### src/rtl/intc_pkg.sv
package intc_pkg;
    localparam int DATA_W = 32;

    localparam logic [7:0] OFS_PEND  = 8'h00;
    localparam logic [7:0] OFS_MASK  = 8'h04;
    localparam logic [7:0] OFS_ROUTE = 8'h08;
    localparam logic [7:0] OFS_CTRL  = 8'h14;

    // implemented source positions: 8..14 and 17..31
    localparam logic [DATA_W-1:0] IMPL_DEFAULT = 32'hFFFE_7F00;

    typedef enum logic [2:0] {
        SEL_NONE,
        SEL_PEND,
        SEL_MASK,
        SEL_ROUTE,
        SEL_CTRL
    } reg_sel_e;

    typedef struct packed {
        logic [DATA_W-1:0] mask;
        logic [DATA_W-1:0] route;
        logic              dim;
        logic [DATA_W-1:0] rdata;
    } regs_t;

    typedef struct packed {
        logic irq;
        logic fiq;
        logic wake;
    } outs_t;
endpackage

### src/rtl/intc_sync.sv
module intc_sync #(
    parameter int WIDTH  = 32,
    parameter int STAGES = 2
) (
    input  logic             clk_i,
    input  logic             rst_ni,
    input  logic [WIDTH-1:0] async_i,
    output logic [WIDTH-1:0] sync_o
);
    logic [WIDTH-1:0] stg_d [STAGES];
    logic [WIDTH-1:0] stg_q [STAGES];

    for (genvar g = 0; g < STAGES; g++) begin : g_stage
        if (g == 0) begin : g_first
            assign stg_d[g] = async_i;
        end else begin : g_next
            assign stg_d[g] = stg_q[g-1];
        end

        always_ff @(posedge clk_i or negedge rst_ni) begin
            if (!rst_ni) stg_q[g] <= '0;
            else         stg_q[g] <= stg_d[g];
        end
    end

    assign sync_o = stg_q[STAGES-1];
endmodule

### src/rtl/intc_regs.sv
module intc_regs
    import intc_pkg::*;
#(
    parameter int                ADDR_W   = 8,
    parameter logic [DATA_W-1:0] IMPL_MAP = IMPL_DEFAULT
) (
    input  logic              clk_i,
    input  logic              rst_ni,
    input  logic              wr_i,
    input  logic              rd_i,
    input  logic [ADDR_W-1:0] addr_i,
    input  logic [DATA_W-1:0] wdata_i,
    input  logic [DATA_W-1:0] pend_i,
    output logic [DATA_W-1:0] rdata_o,
    output logic [DATA_W-1:0] mask_o,
    output logic [DATA_W-1:0] route_o,
    output logic              dim_o
);
    regs_t    regs_d, regs_q;
    reg_sel_e sel;

    always_comb begin
        if      (addr_i == ADDR_W'(OFS_PEND))  sel = SEL_PEND;
        else if (addr_i == ADDR_W'(OFS_MASK))  sel = SEL_MASK;
        else if (addr_i == ADDR_W'(OFS_ROUTE)) sel = SEL_ROUTE;
        else if (addr_i == ADDR_W'(OFS_CTRL))  sel = SEL_CTRL;
        else                                   sel = SEL_NONE;
    end

    always_comb begin
        regs_d = regs_q;

        if (wr_i) begin
            case (sel)
                SEL_MASK:  regs_d.mask  = wdata_i & IMPL_MAP;
                SEL_ROUTE: regs_d.route = wdata_i & IMPL_MAP;
                SEL_CTRL:  regs_d.dim   = wdata_i[0];
                default:   ;
            endcase
        end

        regs_d.rdata = '0;
        if (rd_i) begin
            case (sel)
                SEL_PEND:  regs_d.rdata = pend_i & IMPL_MAP;
                SEL_MASK:  regs_d.rdata = regs_q.mask;
                SEL_ROUTE: regs_d.rdata = regs_q.route;
                SEL_CTRL:  regs_d.rdata = DATA_W'(regs_q.dim);
                default:   regs_d.rdata = '0;
            endcase
        end
    end

    always_ff @(posedge clk_i or negedge rst_ni) begin
        if (!rst_ni) regs_q <= '0;
        else         regs_q <= regs_d;
    end

    assign rdata_o = regs_q.rdata;
    assign mask_o  = regs_q.mask;
    assign route_o = regs_q.route;
    assign dim_o   = regs_q.dim;
endmodule

### src/rtl/intc_route.sv
module intc_route
    import intc_pkg::*;
(
    input  logic              clk_i,
    input  logic              rst_ni,
    input  logic [DATA_W-1:0] pend_i,
    input  logic [DATA_W-1:0] mask_i,
    input  logic [DATA_W-1:0] route_i,
    input  logic              dim_i,
    output logic              irq_o,
    output logic              fiq_o,
    output logic              wake_o
);
    outs_t             outs_d, outs_q;
    logic [DATA_W-1:0] live;

    always_comb begin
        live        = pend_i & mask_i;
        outs_d.irq  = |(live & ~route_i);
        outs_d.fiq  = |(live & route_i);
        outs_d.wake = dim_i ? (|live) : (|pend_i);
    end

    always_ff @(posedge clk_i or negedge rst_ni) begin
        if (!rst_ni) outs_q <= '0;
        else         outs_q <= outs_d;
    end

    assign irq_o  = outs_q.irq;
    assign fiq_o  = outs_q.fiq;
    assign wake_o = outs_q.wake;
endmodule

### src/rtl/intc_steer.sv
module intc_steer
    import intc_pkg::*;
#(
    parameter int                NUM_SRC     = 32,
    parameter int                ADDR_W      = 8,
    parameter int                SYNC_STAGES = 2,
    parameter logic [DATA_W-1:0] IMPL_MAP    = IMPL_DEFAULT
) (
    input  logic               clk_i,
    input  logic               rst_ni,
    input  logic [NUM_SRC-1:0] src_i,
    input  logic               bus_wr_i,
    input  logic               bus_rd_i,
    input  logic [ADDR_W-1:0]  bus_addr_i,
    input  logic [DATA_W-1:0]  bus_wdata_i,
    output logic [DATA_W-1:0]  bus_rdata_o,
    output logic               irq_o,
    output logic               fiq_o,
    output logic               wake_o
);
    logic [NUM_SRC-1:0] src_sync;
    logic [DATA_W-1:0]  pend_w;
    logic [DATA_W-1:0]  mask_w;
    logic [DATA_W-1:0]  route_w;
    logic               dim_w;

    intc_sync #(
        .WIDTH  (NUM_SRC),
        .STAGES (SYNC_STAGES)
    ) u_sync (
        .clk_i   (clk_i),
        .rst_ni  (rst_ni),
        .async_i (src_i),
        .sync_o  (src_sync)
    );

    assign pend_w = DATA_W'(src_sync) & IMPL_MAP;

    intc_regs #(
        .ADDR_W   (ADDR_W),
        .IMPL_MAP (IMPL_MAP)
    ) u_regs (
        .clk_i   (clk_i),
        .rst_ni  (rst_ni),
        .wr_i    (bus_wr_i),
        .rd_i    (bus_rd_i),
        .addr_i  (bus_addr_i),
        .wdata_i (bus_wdata_i),
        .pend_i  (pend_w),
        .rdata_o (bus_rdata_o),
        .mask_o  (mask_w),
        .route_o (route_w),
        .dim_o   (dim_w)
    );

    intc_route u_route (
        .clk_i   (clk_i),
        .rst_ni  (rst_ni),
        .pend_i  (pend_w),
        .mask_i  (mask_w),
        .route_i (route_w),
        .dim_i   (dim_w),
        .irq_o   (irq_o),
        .fiq_o   (fiq_o),
        .wake_o  (wake_o)
    );
endmodule

### config.mk
export PLATFORM = sky130hd
export DESIGN_NAME = intc_steer
export DESIGN_NICKNAME = d
export VERILOG_FILES = /design/src/rtl/intc_pkg.sv /design/src/rtl/intc_sync.sv /design/src/rtl/intc_regs.sv /design/src/rtl/intc_route.sv /design/src/rtl/intc_steer.sv
export SDC_FILE = /design/constraint.sdc
export NUM_CORES = 1
export LEC_CHECK = 0
export ABC_AREA = 1
export BUFFER_PORTS_ARGS = -buffer_cell sky130_fd_sc_hd__buf_2
export CORE_ASPECT_RATIO = 1.5
export CORE_MARGIN = 2
export CORE_UTILIZATION = 30
export CTS_CLUSTER_SIZE = 25
export DETAILED_ROUTE_END_ITERATION = 16
export REMOVE_ABC_BUFFERS = 1
export SLEW_MARGIN = 25
export SYNTH_ARGS = -nofsm -noshare
export SYNTH_HDL_FRONTEND = slang
export SYNTH_SLANG_ARGS = --single-unit
### constraint.sdc
create_clock -name clk_i -period 1.1 [get_ports clk_i]
set_input_delay 0.275 -clock clk_i [delete_from_list [all_inputs] [get_ports clk_i]]
set_output_delay 0.275 -clock clk_i [all_outputs]
set_load 0.01 [all_outputs]
==> results.md <==
- The flow ran to the end, but the final reports show violations.
- The final reports fail on setup timing.
- By area the synthesized netlist is led by sky130_fd_sc_hd__dfrtp_1 56%, sky130_fd_sc_hd__nand2_1 11%, sky130_fd_sc_hd__nand3_1 8.4%, sky130_fd_sc_hd__o21ai_2 7.5%, sky130_fd_sc_hd__inv_1 4.7%.
- The clock latency at the later pin of the worst-skew pair is 0.42 ns.
- The initial detailed-routing violation count is 174.
- The peak supply drop is 0.0007402 V.
- The number of hold violations in the final report is 0.
- CTS placed an instance of sky130_fd_sc_hd__clkbuf_16 at the clock tree root.
- Grouping stages by cell kind, the critical path spends the most delay in flip-flops.
- The longest clock path from root to sink contains 2 buffers.
- The analysis attributes to cell leakage a power of 0.003721 uW.
- In the final routed layout, each cell accounts on average for 13.73 um.
- The mean number of vias per cell is 4.429.
- Counting every sink on the clock net gives 115.
- In this run the number of cells on the critical path is 1.
- In the global route stage, overall resource usage came out at 0.1494.
- Setup repair after global routing could not meet its margin everywhere.
- The master of the slowest instance on the critical path is sky130_fd_sc_hd__dfrtp_1.
- The minimum setup slack in the final design is -0.1008 ns.
- STA puts the critical path data arrival time at 0.93 ns.
- The width of the chip is 110.9 um.
- The total of endpoints with negative setup slack in the final report is 29.
- The number of cells on the worst reg-to-reg path is 7.
- The placer's final routability congestion estimate is 0.8157.
- The count of maximum capacitance violations is 0.
- In this run the worst path has a maximum fanout of 1.
- In this run the worst setup path begins at u_route.wake_o.
- In the finished design, the share of the clock period the worst path needs comes to 1.092.
- The worst hold path depth is 3.
- The initial utilization of the core area, before any placement, comes to 0.3066.
- The H-tree depth reported by CTS is 4.
- Data on the critical path is required at its endpoint by 0.82 ns.
- The number of buffer cells added on primary ports is 82.
- The count of vias placed by the detailed router is 4,128.
- The final routed wirelength across all metal layers is 12,800 um.
- Measured along the y axis, the die boundary spans 164.3 um.
- The post-synthesis sequential element count is 115.
- The HPWL after detailed placement is 8967 um.
- In this run the standard cell core region covers 0.01676 mm2.
- The category of the worst setup path launch point is a flop.
- The overall die area is 0.01822 mm2.
- The first detailed-routing pass ran for 4 iterations.
- The synthesized design contains 0 enable-type register cells.
- The area added between synthesis and finish is 36.27%.
- For this design the ratio of total power to cell area is 1627 mW/mm2.
- Walking the worst path, the cells encountered are buf_2.
- The fraction of registers with async set or reset after synthesis is 1.000.
- On the worst path, the slowest cell contributes a delay of 0.37 ns.
- The overall power after layout is 11,400 uW.
- The class of the tightest hold or removal check is in2reg.
- In the final design database the tool counted 786 nets.
- In this run the critical register-to-register path is launched from u_sync.sync_o[10].
- The sequential element share of the synthesized area is 0.5599.
- The number of placed instances, taps included, is 878.
- Counting the fill cells in the layout gives 1,648.
- After clock tree synthesis, the clock-pin slew on the worst setup and hold paths is 0.06 ns.
- Excluding fillers, the count of instances in the completed layout stands at 932.
- The number of buffers created by CTS is 17.
- The post-synthesis cell count is 567.
- The total congestion overflow is 0.
- The synthesized netlist occupies a cell area of 0.005140 mm2.
- Yosys mapped the design onto 22 distinct sky130hd cell types.
- The number of antenna violations at the first check in global routing came to 0.
- Yosys printed 0 warnings.
- The worst clock skew is 0.008026 ns.
- After synthesis, the most frequently instantiated cells are 149 x sky130_fd_sc_hd__nand2_1, 115 x sky130_fd_sc_hd__dfrtp_1, 86 x sky130_fd_sc_hd__nand3_1, 65 x sky130_fd_sc_hd__inv_1, 52 x sky130_fd_sc_hd__nor2_1.
- The count of final max-slew check failures is 0.
- Among all flip-flop cells after synthesis, the most frequent one is sky130_fd_sc_hd__dfrtp_1.
- The hold path startpoint is bus_wdata_i[0].
- Entering global routing, the biggest net connects 33 pins.
- Of all cell types, the one taking the most synthesized area is sky130_fd_sc_hd__dfrtp_1.
- The highest clock frequency the design can meet is 832.8 MHz.
- The post-route minimum period is 1.201 ns.
- Counting both buffers and inverters, the worst setup path holds a total of 1.
- The via count of the first global-routing pass is 4,184.
- The dominant cell by count in the synthesized netlist is sky130_fd_sc_hd__nand2_1.
- In the final layout, the share of cells above drive strength 1 is 0.3144.
- OpenSTA, run right after detailed placement, puts the worst setup slack at -0.2042 ns.
- Once detail routing completed, the nets flagged for antenna violations numbered 0.
- The first global-routing pass estimated 20,710 um of wire.
- The element type at the critical path end is a primary output.
- In this run the mean area of a mapped cell was 9.065 um2.
- 111 I/O pins were placed.
- In the routed design, unresolved DRC markers number 0.
- The TritonCTS clock tree is done.
- The floorplan has 58 rows.
- Of the post-synthesis cell area, the dominant cell type holds 0.5599.
- The repair_antennas step left the layout with diodes totalling 0.
- The critical path is of the reg2out type.
-- layer usage --
layer,part of all wire,GRT usage,wire [um]
met1,0.38,0.1557,4880
met2,0.55,0.2808,7082
met3,0.044,0.03801,566
met4,0.021,0.06818,269
met5,0,0,0
-- worst reg2reg max path, cell delays in order, from the launching register on --
cell                      delay, ns
sky130_fd_sc_hd__dfrtp_1       0.41
sky130_fd_sc_hd__buf_6         0.14
sky130_fd_sc_hd__nor2_4        0.07
sky130_fd_sc_hd__nand2_2       0.07
sky130_fd_sc_hd__nor2_4        0.11
sky130_fd_sc_hd__nand2_2       0.06
sky130_fd_sc_hd__nor2_2        0.11
sky130_fd_sc_hd__a21oi_2       0.05
-- repair_timing --
action                                 in CTS  in global routing
hold buffers                               23                  0
resized for setup                          10                 17
setup endpoints to repair                  29                 29
endpoints found under the hold margin      36                  0
gates cloned                                0                  0
pin swaps                                   7                  5
buffers inserted                            0                  0
-- power breakdown --
| group | internal [uW] | leakage (uW) | switching [uW] |
|---|---|---|---|
| registers | 4410 | 0.00149 | 144 |
| logic | 359 | 0.00192 | 439 |
| clock network | 4110 | 0.000309 | 1930 |
| total | 8880 | 0.00372 | 2510 |
-- metrics by stage --
| step | cell area (um2) | util | setup TNS, ns | hold slack [ns] |
|---|---|---|---|---|
| 5_1_grt | 7004 | 0.4178 | -3.151 | 0.1194 |
| 4_1_cts | 6938 | 0.4139 | -2.571 | 0.09853 |
| 6_report | 7004 | 0.4178 | -2.085 | 0.1090 |
| 2_1_floorplan | 4923 | - | -21.42 | -0.02059 |
| 3_3_place_gp | 6050 | 0.3609 | -11.48 | 0.1783 |
| 3_5_place_dp | 6050 | 0.3609 | -11.64 | 0.1812 |
-- cell usage in the layout, fill, tap and decap left out, drive strengths merged, types with 5 or more instances in the layout --
cell,netlist,final
dfrtp,115,115
nand3,88,88
o21ai,49,49
nand2,152,152
dlygate4sd3,0,23
nor2,57,57
inv,66,66
buf,29,122
bufinv,0,5
clkbuf,0,21
conb,1,9
-- sequential cells by signal (all words and copies together), names as in the netlist --
name and flops:
u_regs.dim_o 1, u_regs.mask_o 22, u_regs.rdata_o 23, u_regs.route_o 22, u_route.fiq_o 1, u_route.irq_o 1
u_route.wake_o 1, u_sync.stg_d 22, u_sync.sync_o 22
-- cell type report --
| cell class | instances | area [um2] | share of cell area |
|---|---|---|---|
| multi-input combinational | 365 | 1859 | 0.2655 |
| clock buffer | 21 | 460.4 | 0.06574 |
| sequential | 115 | 2878 | 0.4109 |
| tap | 210 | 262.8 | 0.03751 |
| inverter | 66 | 250.2 | 0.03573 |
| timing repair buffer | 145 | 1114 | 0.1590 |
| clock inverter | 10 | 180.2 | 0.02572 |
-- path summary, 6_finish.rpt --
check | endpoint | slack, ns
max | wake_o | -0.10
min | u_regs.dim_o | 0.11
max in group asynchronous | u_sync.sync_o[31] | 0.33
max reg2reg | u_route.wake_o | -0.04
min in group asynchronous | u_sync.stg_d[10] | 0.28
min reg2reg | u_sync.sync_o[9] | 0.34
-- cells by family after synthesis --
family | count (synthesis) | share of synthesized area
buf+inv | 95 | 0.09664
other cells | 1 | 0.0007296
compound gates | 52 | 0.08276
simple gates | 304 | 0.2600
flops | 115 | 0.5599
Power figures use the tool's default switching activity.
